File: config.mk
export PLATFORM = sky130hd
export DESIGN_NAME = pixel_counter
export DESIGN_NICKNAME = d
export VERILOG_FILES = /design/src/rtl/pxg_pkg.sv /design/src/rtl/pixel_counter.sv
export SDC_FILE = /design/constraint.sdc
export NUM_CORES = 1
export LEC_CHECK = 0
export BUFFER_PORTS_ARGS = -buffer_cell sky130_fd_sc_hd__buf_4
export CAP_MARGIN = 20
export CORE_MARGIN = 5
export CORE_UTILIZATION = 30
export DETAILED_ROUTE_END_ITERATION = 16
export PLACE_DENSITY = 0.45
export RECOVER_POWER = 100
export SLEW_MARGIN = 5
export SYNTH_ARGS = -nofsm -noshare
export SYNTH_HDL_FRONTEND = slang
export SYNTH_SLANG_ARGS = --single-unit
File: constraint.sdc
create_clock -name clk_i -period 2.3 [get_ports clk_i]
set_clock_uncertainty 0.05 [all_clocks]
set_input_delay 0.69 -clock clk_i [delete_from_list [all_inputs] [get_ports clk_i]]
set_output_delay 0.69 -clock clk_i [all_outputs]
set_load 0.005 [all_outputs]
File: src/rtl/pxg_pkg.sv
package pxg_pkg;
  localparam int unsigned PIX_W   = 16;
  localparam int unsigned OFS_W   = 4;
  localparam int unsigned NOISE_W = 3;
  localparam int unsigned IDX_W   = $clog2(PIX_W);
  localparam logic [PIX_W-1:0] LFSR_SEED = 16'hACE1;
  typedef logic [PIX_W-1:0] pix_t;
endpackage

File: src/rtl/pixel_counter.sv
module pixel_counter
  import pxg_pkg::*;
(
  input  logic clk_i,
  input  logic rst_ni,
  input  logic step_i,
  input  logic clr_i,
  input  logic en_i,
  input  logic down_i,
  output pix_t cnt_o
);
  pix_t cnt_q;

  always_ff @(posedge clk_i or negedge rst_ni) begin
    if (!rst_ni)                cnt_q <= '0;
    else if (clr_i)             cnt_q <= '0;
    else if (step_i && en_i)    cnt_q <= down_i ? cnt_q - 1'b1 : cnt_q + 1'b1;
  end

  assign cnt_o = cnt_q;

  a_r1_step_up: assert property (@(posedge clk_i) disable iff (!rst_ni)
    (step_i && en_i && !down_i && !clr_i) |=> cnt_o == pix_t'($past(cnt_o) + 1'b1));
  a_r2_step_down: assert property (@(posedge clk_i) disable iff (!rst_ni)
    (step_i && en_i && down_i && !clr_i) |=> cnt_o == pix_t'($past(cnt_o) - 1'b1));
  a_r3_hold: assert property (@(posedge clk_i) disable iff (!rst_ni)
    (!(step_i && en_i) && !clr_i) |=> $stable(cnt_o));
  a_r8_clear: assert property (@(posedge clk_i) disable iff (!rst_ni)
    clr_i |=> cnt_o == '0);
endmodule

==> qor.csv <==
metric;value;unit
die_area;5800;µm²
power;968;µW
cts_tree;yes;
num_io_pins;22;
via_count;1333;
async_reset_ff_share;100;%
synth_flop_cell;dfrtp_1;
syn_area_per_cell;8.36;µm²
gp_congestion;0.791;
cpPeakStageDelay;0.40;ns
dpl.cell_count;261;
worstHoldPathType;register to register;
rr_worst_depth;7;
dr.pass1.iters;4;
worst_pin_slew;0.960;ns
postPlaceCellArea;1800;µm²
power_density;481;nW/µm²
initial_core_util;30.6;%
first_iter_violations;41;
cts-root-buf;clkbuf_8;
clock_sinks;16;
synth_seq_area_share;30.5;%
clock_path_buffers;2;
chipHeight;76.1;µm
grt_pass1_vias;1402;
leakage;0.926;nW
max_slew_margin;36.0;%
antenna_cells;0;
synth_nets;178;
utilization;46.9;%
clkLatencyLatePin;0.25;ns
netlist_area;1310;µm²
netlist_instances;157;
met2_usage;22.2;%
synth_area_leaders;dfrtp_1, ha_1, o21ai_0, nand2_1, a21oi_1;
drt-total-wl;3840;µm
wl_per_cell;14.4;µm
min_period;2.25;ns
yosysMostFrequentCell;nand2_1;
yosys-top-cells-count;nand2_1, o21ai_0, dfrtp_1;
status;finished, final reports clean;
setup_violations;0;
worstPathMaxFanout;9;
cts_buffers;3;
crit_chain;buf_8, inv_1, fa_2, nor2b_2, o21bai_1, a21oi_2, a221oi_2, o2111a_1, a221o_1;
synth_cell_types;35;
critPathLaunchType;input port;
use_met3;2.25;%
finalMaxSlewViolations;0;
synth_edf_count;0;
drtAntennaViolNets;0;
post-synth-top-area-fraction;30.5;%
grt_first_pass_wirelength;6350;µm
hpwl;2840;µm
drv_cap;0;
stdcell_count;267;
crit_buf_inv;2;
critPathKind;input port to register;
drive_gt1_share;40.0;%
post-route-drc-count;0;
synthAdderAreaFrac;14.9;%
hold_viol_final;0;
cp_top_family;compound AO/OA/AOI/OAI gates;
num_rows;24;
fmax;445;MHz
synthToLayoutAreaGrowth;53.4;%
yosys_warnings;0;
htree_levels;1;
use_met1;16.6;%
final_net_count;238;
groute.usage.overall;13.0;%
antenna_found_initial;0;
grt_max_degree;18;
worst-path-stages;9;
portBuffers;21;
synth_top_family_by_area;compound AO/OA/AOI/OAI gates;
synth.mux.area_fraction;0;%
clkTransAtPathRegs;0.07;ns
synthSimpleGateAreaFrac;18.7;%
synth_seq_cells;16;
finalCritPeriodShare;97.8;%
coreArea;4290;µm²
synth_area_leader_cell;dfrtp_1;
largest_register_ff_count;16;
irDropWorstVdd;0.166;mV
slowest_stage;fa_2;
synth-xor-area-share;7.34;%
drt-vias-per-instance;4.99;
busiest_layer;met2;
die_w;76.1;µm
cp_data_required_time;2.39;ns
arrival;2.34;ns
grt_overflow;0;
hold_depth;2;
synth-compound-area-share;26.3;%
final_area;2010;µm²
cp-end-kind;register;
## cell type report
class / instances / area [µm²]
fill: 431 / 2280
multi-input combinational: 133 / 1050
inverter: 5 / 18.8
sequential: 16 / 400
clock buffer: 3 / 41.3
tap: 52 / 65.1
timing repair buffer: 58 / 435
## timing repair
item | CTS | global route
setup buffers | 1 | 2
gates resized for setup | 7 | 19
pin swaps | 2 | 8
hold buffers | 0 | 0
endpoints found under the setup margin | 3 | 6
## cell usage in the layout, fill, tap and decap left out, types with 4 or more instances in the layout
master     n
ha_4       9
a21oi_2    7
xor2_1     5
inv_1      5
ha_1       4
dfrtp_1   16
xnor2_1    6
a21oi_1    6
o21ai_0   18
nor2_1     9
buf_4     38
clkbuf_4  15
a21o_1     5
nand2_1   23
## per-stage QoR
| stage | setup WS, ns | setup TNS (ns) | hold WS (ns) |
|---|---|---|---|
| 2_1_floorplan | 0.0109 | 0 | 0.344 |
| 3_3_place_gp | -0.368 | -1.66 | 0.443 |
| 3_5_place_dp | -0.380 | -1.83 | 0.456 |
| 4_1_cts | 0.00963 | 0 | 0.247 |
| 5_1_grt | -0.0232 | -0.0295 | 0.512 |
| 6_report | 0.0506 | 0 | 0.479 |
## logic make-up (layout without fill, tap and decap cells)
kind of cell / count (synthesis) / in the layout
XOR/XNOR: 11 / 11
AND/OR/NAND/NOR: 52 / 52
buffers and inverters: 8 / 66
adder cells (fa/ha/maj): 15 / 15
AO/OA/AOI/OAI: 55 / 55
flip-flops: 16 / 16
## worst reg2reg max path: cells and delay by family, from the launching register on
kind            cells  cell delay, ns
compound gates      6            1.25
flops               1            0.42
fa+ha+maj           1            0.23
## path summary, 6_finish.rpt
kind,slack (ns),from,to
max in group asynchronous,1.10,rst_ni,cnt_o[1]
worst max register to register,0.24,cnt_o[7],cnt_o[12]
worst min-delay path,0.48,cnt_o[8],cnt_o[8]
worst min register to register,0.48,cnt_o[8],cnt_o[8]
worst max-delay path,0.05,down_i,cnt_o[12]
min in group asynchronous,0.51,rst_ni,cnt_o[9]
## metal layers
metal | vias up | routed length [µm]
li1 | 682 | -
met1 | 632 | 1810
met2 | 17 | 1910
met3 | 2 | 102
met4 | 0 | 24
met5 | - | 0
## power breakdown
part	total, mW	internal, mW	switching (mW)
clock	0.223	0.116	0.106
combinational	0.415	0.225	0.190
sequential	0.330	0.304	0.0260
No activity file was read; power rests on OpenSTA's default activity.
